[config.mk]
export PLATFORM = sky130hd
export DESIGN_NAME = con_adapter
export DESIGN_NICKNAME = d
export VERILOG_FILES = /design/src/rtl/con_pkg.sv /design/src/rtl/con_kbd.sv /design/src/rtl/con_prt.sv /design/src/rtl/con_adapter.sv
export SDC_FILE = /design/constraint.sdc
export NUM_CORES = 1
export LEC_CHECK = 0
export BUFFER_PORTS_ARGS = -buffer_cell sky130_fd_sc_hd__buf_2
export CORE_MARGIN = 5
export CORE_UTILIZATION = 30
export CTS_CLUSTER_SIZE = 30
export DETAILED_ROUTE_END_ITERATION = 16
export PLACE_DENSITY = 0.6
export SLEW_MARGIN = 5
export SYNTH_ARGS = -nofsm -noshare
export SYNTH_HDL_FRONTEND = slang
export SYNTH_SLANG_ARGS = --single-unit
export TNS_END_PERCENT = 50
[constraint.sdc]
create_clock -name clk -period 1.9 [get_ports clk]
set_input_delay 0.38 -clock clk [delete_from_list [all_inputs] [get_ports clk]]
set_output_delay 0.38 -clock clk [all_outputs]
set_load 0.01 [all_outputs]
[src/rtl/con_pkg.sv]
package con_pkg;
    typedef enum logic [1:0] {PS_IDLE, PS_PRINT, PS_RETURN} prt_state_e;

    // keyboard control byte bit positions
    localparam int KB_LAMP_RP = 5;
    localparam int KB_LAMP_PR = 4;
    localparam int KB_EN_REQ  = 2;
    localparam int KB_EN_OTH  = 1;
    localparam int KB_CLR     = 0;
    // printer control byte bit positions
    localparam int PR_START   = 7;
    localparam int PR_CR      = 6;
    localparam int PR_EN      = 2;
    localparam int PR_CLR     = 0;
    localparam int SNS_KBD    = 1;
endpackage

[src/rtl/con_kbd.sv]
module con_kbd
    import con_pkg::*;
#(
    parameter int CW = 8
) (
    input  logic          clk,
    input  logic          rst_n,
    input  logic          cmd_wr,
    input  logic [CW-1:0] ctl,
    input  logic          key_valid,
    input  logic [CW-1:0] key_char,
    input  logic          key_req,
    input  logic          key_ret,
    input  logic          key_end,
    input  logic          key_can,
    output logic [CW-1:0] chr,
    output logic [7:0]    status,
    output logic          lamp_pr,
    output logic          lamp_rp,
    output logic          irq_kb
);
    logic rq_pend, ec_pend, dt_pend, end_f, can_f, ret_f;
    logic en_req, en_oth;

    always_ff @(posedge clk) begin
        if (!rst_n) begin
            chr     <= '0;
            rq_pend <= 1'b0; ec_pend <= 1'b0; dt_pend <= 1'b0;
            end_f   <= 1'b0; can_f   <= 1'b0; ret_f   <= 1'b0;
            en_req  <= 1'b0; en_oth  <= 1'b0;
            lamp_pr <= 1'b0; lamp_rp <= 1'b0;
        end else begin
            if (cmd_wr) begin
                lamp_rp <= ctl[KB_LAMP_RP];
                lamp_pr <= ctl[KB_LAMP_PR];
                en_req  <= ctl[KB_EN_REQ];
                en_oth  <= ctl[KB_EN_OTH];
                if (ctl[KB_CLR]) begin
                    rq_pend <= 1'b0; ec_pend <= 1'b0; dt_pend <= 1'b0;
                    end_f   <= 1'b0; can_f   <= 1'b0; ret_f   <= 1'b0;
                end
            end
            // strobes come after the clear so a same-cycle key wins
            if (key_req) rq_pend <= 1'b1;
            if (key_end || key_can) ec_pend <= 1'b1;
            if (key_end) begin end_f <= 1'b1; can_f <= 1'b0; end
            if (key_can) begin can_f <= 1'b1; end_f <= 1'b0; end
            if (key_valid) begin
                dt_pend <= 1'b1;
                chr     <= key_char;
                ret_f   <= 1'b0;
            end
            if (key_ret) begin dt_pend <= 1'b1; ret_f <= 1'b1; end
        end
    end

    always_comb begin
        status = {rq_pend, ec_pend, can_f, end_f, dt_pend, ret_f, 2'b00};
        irq_kb = (rq_pend & en_req) | ((ec_pend | dt_pend) & en_oth);
    end

    AST_LAMP_LOAD: assert property (@(posedge clk) disable iff (!rst_n)
        cmd_wr |=> (lamp_pr == $past(ctl[KB_LAMP_PR]) && lamp_rp == $past(ctl[KB_LAMP_RP])));
    AST_CHAR_ON_KEY: assert property (@(posedge clk) disable iff (!rst_n)
        key_valid |=> (chr == $past(key_char) && status[3]));
    AST_REQ_HOLD: assert property (@(posedge clk) disable iff (!rst_n)
        (status[7] && !(cmd_wr && ctl[KB_CLR])) |=> status[7]);
endmodule

[src/rtl/con_prt.sv]
module con_prt
    import con_pkg::*;
#(
    parameter int CW           = 8,
    parameter int PRINT_CYCLES = 6
) (
    input  logic          clk,
    input  logic          rst_n,
    input  logic          cmd_wr,
    input  logic [7:0]    ctl,
    input  logic          ld_valid,
    input  logic [CW-1:0] ld_char,
    output logic [CW-1:0] prt_char,
    output logic          prt_busy,
    output logic          prt_cr,
    output logic          prt_done,
    output logic          irq_pr
);
    localparam int TW = $clog2(PRINT_CYCLES) + 1;

    prt_state_e   state, nxt;
    logic [TW-1:0] cnt;
    logic         pend, en;

    // state register
    always_ff @(posedge clk) begin
        if (!rst_n) state <= PS_IDLE;
        else        state <= nxt;
    end

    always_comb begin
        nxt = state;
        unique case (state)
            PS_IDLE: begin
                if (cmd_wr && ctl[PR_START])   nxt = PS_PRINT;
                else if (cmd_wr && ctl[PR_CR]) nxt = PS_RETURN;
            end
            PS_PRINT, PS_RETURN: if (cnt == '0) nxt = PS_IDLE;
            default: nxt = PS_IDLE;
        endcase
    end

    always_ff @(posedge clk) begin
        if (!rst_n) begin
            cnt      <= '0;
            pend     <= 1'b0;
            en       <= 1'b0;
            prt_char <= '0;
        end else begin
            if (state == PS_IDLE) begin
                if (nxt != PS_IDLE) cnt <= TW'(PRINT_CYCLES - 1);
                if (ld_valid) prt_char <= ld_char;
            end else if (cnt != '0) begin
                cnt <= cnt - 1'b1;
            end
            if (cmd_wr) begin
                en <= ctl[PR_EN];
                if (ctl[PR_CLR]) pend <= 1'b0;
            end
            if (prt_done) pend <= 1'b1;
        end
    end

    // outputs
    always_comb begin
        prt_busy = (state != PS_IDLE);
        prt_cr   = (state == PS_RETURN);
        prt_done = prt_busy && (cnt == '0);
        irq_pr   = pend & en;
    end

    AST_START_BUSY: assert property (@(posedge clk) disable iff (!rst_n)
        (!prt_busy && cmd_wr && ctl[PR_START]) |=> (prt_busy && !prt_cr));
    AST_DONE_PEND: assert property (@(posedge clk) disable iff (!rst_n)
        prt_done |=> pend);
    AST_CHAR_HOLD: assert property (@(posedge clk) disable iff (!rst_n)
        (prt_busy && ld_valid) |=> $stable(prt_char));
endmodule

[src/rtl/con_adapter.sv]
module con_adapter
    import con_pkg::*;
#(
    parameter int CW           = 8,
    parameter int PRINT_CYCLES = 6
) (
    input  logic          clk,
    input  logic          rst_n,
    input  logic          key_valid,
    input  logic [CW-1:0] key_char,
    input  logic          key_req,
    input  logic          key_ret,
    input  logic          key_end,
    input  logic          key_can,
    input  logic          cmd_valid,
    input  logic          cmd_mod,
    input  logic [7:0]    cmd_ctl,
    input  logic          ld_valid,
    input  logic [2*CW-1:0] ld_word,
    input  logic [2:0]    sns_fn,
    output logic [2*CW-1:0] sns_data,
    output logic          lamp_proceed,
    output logic          lamp_reqpend,
    output logic [CW-1:0] prt_char,
    output logic          prt_busy,
    output logic          prt_cr,
    output logic          prt_done,
    output logic          irq
);
    logic [CW-1:0] chr;
    logic [7:0]    status;
    logic          irq_kb, irq_pr;

    con_kbd #(.CW(CW)) u_kbd (
        .clk(clk), .rst_n(rst_n), .cmd_wr(cmd_valid && !cmd_mod), .ctl(cmd_ctl),
        .key_valid(key_valid), .key_char(key_char), .key_req(key_req),
        .key_ret(key_ret), .key_end(key_end), .key_can(key_can),
        .chr(chr), .status(status), .lamp_pr(lamp_proceed),
        .lamp_rp(lamp_reqpend), .irq_kb(irq_kb)
    );

    con_prt #(.CW(CW), .PRINT_CYCLES(PRINT_CYCLES)) u_prt (
        .clk(clk), .rst_n(rst_n), .cmd_wr(cmd_valid && cmd_mod), .ctl(cmd_ctl),
        .ld_valid(ld_valid), .ld_char(ld_word[2*CW-1:CW]), .prt_char(prt_char),
        .prt_busy(prt_busy), .prt_cr(prt_cr), .prt_done(prt_done), .irq_pr(irq_pr)
    );

    always_comb begin
        irq      = irq_kb | irq_pr;
        sns_data = (sns_fn == 3'(SNS_KBD)) ? {chr, status[CW-1:0]} : '0;
    end

    AST_IRQ_SOURCE: assert property (@(posedge clk) disable iff (!rst_n)
        irq |-> (status[7] || status[6] || status[3] || irq_pr));
endmodule

# Yosys cells after proc, flatten, opt, wreduce, memory -nomap -nowiden
# Index checks and enable logic that the tools add are counted.
dict set report op_classes {
  addsub 1
  eq_ne 4
  mux 21
  n_bitwise 7
  n_reduce_logical 35
}
# cell n
set ops {}
lappend ops {{$reduce_bool A2 Y1} 11}
lappend ops {{$mux W16} 1}
lappend ops {{$reduce_and A2 Y1} 8}
lappend ops {{$mux W1} 13}
lappend ops {{$mux W4} 3}
lappend ops {{$reduce_bool A3 Y1} 4}
lappend ops {{$mux W2} 3}
lappend ops {{$logic_and A1 B1 Y1} 5}
lappend ops {{$logic_not A4 Y1} 1}
lappend ops {{$pmux W2 S2} 1}
lappend ops {{$reduce_bool A4 Y1} 1}
lappend ops {{$reduce_or A2 Y1} 2}
lappend ops {{$sub A4 B1 Y4 const B} 1}
lappend ops {{$and A1 B1 Y1} 3}
lappend ops {{$eq A3 B1 Y1 const B} 1}
lappend ops {{$or A1 B1 Y1} 3}
lappend ops {{$eq A2 B1 Y1 const B} 1}
lappend ops {{$eq A2 B2 Y1 const B} 1}
lappend ops {{$logic_not A2 Y1} 1}
lappend ops {{$ne A2 B2 Y1 const B} 1}
lappend ops {{$logic_not A1 Y1} 1}
lappend ops {{$logic_or A1 B1 Y1} 1}
lappend ops {{$not A1 Y1} 1}
dict set report totals {
  register_bits 34
  input_bits 45
  output_inout_bits 30
  elab_cells 84
}

# Longest topological paths before layout
dict set report depth {
  ltp_word 8
  depth_mapped 7
  mapped_depth_nobuf 6
}

# Hierarchy
# Synthesis repeated with hierarchy kept, for this count alone.
dict set report unflattened {
  hier_cells 188
  hier_area_um2 1771.7
}
# module instances cells_per_inst area_each_um2 seq_area_each_um2
set by_module_without_submodules {}
lappend by_module_without_submodules {con_prt 1 94 793.3 320.3}
lappend by_module_without_submodules {con_kbd 1 72 764.5 360.3}
lappend by_module_without_submodules {con_adapter 1 22 214.0 0.0}

# Least setup slack after synthesis
# OpenSTA, ideal clock, no wires.
dict set report synth_timing {
  path_type {reg-to-reg}
  from {reg u_prt.state[0]}
  to {reg u_prt.cnt[0]}
  setup_ns 0.122
  arrival_time_ns 1.469
  required_time_ns 1.778
  path_slack_ns 0.309
  stages_incl_launch_ff 6
  n_path_buf 0
  period_less_slack_ns 1.591
  path_cell_list {dfxtp_1 -> inv_1 -> ha_1 -> nor4_2 -> o21ai_0 -> o311a_1}
}
dict set report synth_via {
  elab_chain_len 6
  elab_cells_between_ends 13
}
# item line_no
set synth_lines {}
lappend synth_lines {{start, declared} con_prt.sv:21} ;# prt_state_e state, nxt;
lappend synth_lines {{start signal, assigned} con_prt.sv:28} ;# else state <= nxt;
lappend synth_lines {{$eq A2 B2 Y1, or another cell as far along} con_prt.sv:33} ;# unique case (state)
lappend synth_lines {{$reduce_or A2 Y1 or $mux W2 (tied branches)} {con_prt.sv:33, con_prt.sv:35}}
lappend synth_lines {{$pmux W2 S2} con_prt.sv:33}
lappend synth_lines {{$reduce_bool A2 Y1} con_prt.sv:51} ;# if (nxt != PS_IDLE) cnt <= TW'(PRINT_CYCLES - 1);
lappend synth_lines {{$ne A2 B2 Y1 (no line)} n/a}
lappend synth_lines {{$reduce_and A2 Y1 (no line)} n/a}
lappend synth_lines {{end signal, assigned} con_prt.sv:51}
lappend synth_lines {{end signal, assigned} con_prt.sv:54} ;# cnt <= cnt - 1'b1;
lappend synth_lines {{end, declared} con_prt.sv:22} ;# logic [TW-1:0] cnt;
# Parallel ways exist; a longest one is shown, timed or not.
# A chain may end at the register's enable or synchronous reset.

# Worst setup path after layout
dict set report layout_timing {
  from {reg u_prt.state[0]}
  to {out prt_done}
}
dict set report layout_via {
  elab_chain_len 2
}
# item line_no
set layout_lines {}
lappend layout_lines {{$reduce_bool A2 Y1} con_prt.sv:66} ;# prt_busy = (state != PS_IDLE);
lappend layout_lines {{$logic_and A1 B1 Y1} con_prt.sv:68} ;# prt_done = prt_busy && (cnt == '0);
lappend layout_lines {{end, declared} con_adapter.sv:27} ;# output logic prt_done,
# No other way between the ends.

==> reports/metrics.cfg <==
[synthesis]
yosysMostFrequentCell = dfxtp_1
synth_warnings = 0
synth_area_mm2 = 0.001585
ys_top_cells_by_count = dfxtp_1 (34), nor2b_1 (19), nand2_1 (16), and2_1 (15), mux2i_1 (12)
synth-seq-area-share_pct = 42.94
ys.flop_type = dfxtp_1
syn_inst = 176
ys_types = 33
syn_avg_cell_area_um2 = 9.007
yosys.area.top_type = dfxtp_1
synth_area_leaders = dfxtp_1 (43%), mux2i_1 (7.6%), nor2b_1 (7.5%)
ys_ff_latch = 34
synth-edff-count = 0
async_reset_ff_share_pct = 0
yosysTopAreaCellShare_pct = 42.94

[layout]
finalNonFillerCells = 313
diodes = 0
regArea_um2 = 681.9
utilization_pct = 40.84
multi_input_area_um2 = 830.8
areaGrowthSynthToFinish_pct = 31.57
n_fill_cell = 529
final_layout_size_suffix_gt1_share_pct = 33.33
final_nets = 291

[critical_path]
cp-start-kind = flop
worstSetupPathType = reg2out
critPathMaxFanout = 4
required_ns = 1.52
worstSetupEndpointType = output pin
cp.arrival_ns = 1.39

[sta]
fin_setup_tns_ns = 0
drv_slew = 0
fmax_mhz = 564.3
slew_headroom_pct = 65.90
worstMarginPinSlew_ns = 0.5115
period_minus_slack_ns = 1.772
finalHoldViolCount = 0
finalSetupViolCount = 0
fin_skew_ns = 0.004188
whs_ns = 0.2989
fin_crit_sh_pct = 93.27
grt_setup_unrepaired = false

[cts]
path_clk_slew_ns = 0.07
cts_root_buffer = clkbuf_8
cts_tree = done
cts_max_level = 2
post_cts_buffers = 0
ctsHoldBuffers = 0
clock_sinks = 34
clk_latency_ns = 0.28
numCtsBuffers = 5
clock_path_buffers = 2

[global_routing]
grt_pass1_vias = 1324
grt_use_total_pct = 10.84
grt_overflow = 0
grt_pass1_wl_um = 5740
grt_max_degree = 34
grt_antenna_before_repair = 0

[hold_path]
min_path_type = in2reg

[pwr]
ir_drop_v = 0.0004365
total_power_mw = 1.617
p_leak_nw = 0.9879
powerDensity_mw_per_mm2 = 775.4

[die]
dieHeight_um = 82.69
core_mm2 = 0.005107
start_util_pct = 31.04
die_w_um = 82.69
die-area_mm2 = 0.006838
num_rows = 26
io_pins = 75

[place]
place.port_buffers = 63
hpwl_um = 2710
place_congestion = 0.7660
dp_cells = 305

[route]
wl_per_cell_um = 11.52
first_pass_iters = 4
drc = 0
wl_um = 3606
ant_nets = 0
vias = 1392
drt_iter0_markers = 26
vias_per_cell = 4.447

[run]
drv_cap = 0

[run_status]
status = completed

==> area by class of cell <==
type | count | area share [%]
Clock buffer | 7 | 4.139
Multi-Input combinational cell | 123 | 39.83
Sequential cell | 34 | 32.69
Timing Repair Buffer | 69 | 17.28
Tap cell | 70 | 4.199
Clock inverter | 1 | 0.2400
Inverter | 9 | 1.620
==> cell families (layout without fill, tap and decap cells) <==
| logic type | after synthesis | count (layout) | synth area share, % |
|---|---|---|---|
| and+or+nand+nor | 71 | 71 | 24.70 |
| AOI/OAI and AO/OA | 34 | 34 | 15.78 |
| DFF | 34 | 34 | 42.94 |
| buffers and inverters | 20 | 86 | 5.603 |
| muxes | 12 | 12 | 7.577 |
| adders and majority gates | 4 | 4 | 3.157 |
| other | 1 | 2 | 0.2366 |
==> stage by stage <==
stage               area (µm²)  setup WS [ns]
finish                    2086         0.1278
detailed placement        1982         0.2601
floorplan                 1589         0.3091
global placement          1982         0.2759
CTS                       2074        0.01522
global route              2086        0.03326
==> critical path, cell delays in order, from the launching register on <==
cell and delay [ns]:
dfxtp_2 0.38, inv_1 0.09, ha_2 0.22, nor4_4 0.25
buf_2 0.18
==> per-layer routing <==
| metal | global-route usage, % | vias to the layer above | part of all wire, % |
|---|---|---|---|
| li1 | - | 720 | - |
| met1 | 13.25 | 614 | 46 |
| met2 | 17.23 | 56 | 42 |
| met3 | 4.338 | 2 | 13 |
| met4 | 3.758 | 0 | 0.33 |
| met5 | 0 | - | 0 |
==> power by group <==
group | internal, mW | switching (mW) | leakage, nW
Sequential | 0.763 | 0.0308 | 0.281
Combinational | 0.137 | 0.149 | 0.659
Clock | 0.292 | 0.246 | 0.0482
Total | 1.19 | 0.426 | 0.988
==> sequential cells by signal, indices dropped and copies added (netlist names), 2 cells and up <==
name            flops
u_prt.prt_char      8
u_prt.state         2
u_prt.cnt           4
u_kbd.chr           8
==> cells in the final DEF, fill, tap and decap left out, types with 6 or more instances in the layout <==
master,instances
mux2i_1,12
inv_1,8
and2_1,15
buf_2,63
nor2b_1,19
dfxtp_1,33
nand3_1,11
clkbuf_8,6
a21boi_0,9
nand2_1,16
buf_4,6
==> path summary, 6_finish.rpt <==
| check | startpoint | endpoint | slack [ns] | depth (start not counted) |
|---|---|---|---|---|
| setup reg to reg | u_prt.state[0] | u_prt.cnt[2] | 0.32 | 6 |
| hold / removal | key_can | u_kbd.end_f | 0.30 | 2 |
| setup / recovery | u_prt.state[0] | prt_done | 0.13 | 4 |
| hold reg to reg | u_prt.prt_char[2] | u_prt.prt_char[2] | 0.47 | 2 |
==> repair_timing <==
action	in CTS	in global routing
setup endpoints to repair	1	1
resized for setup	1	2
endpoints found under the hold margin	0	0
Power figures use the tool's default switching activity.
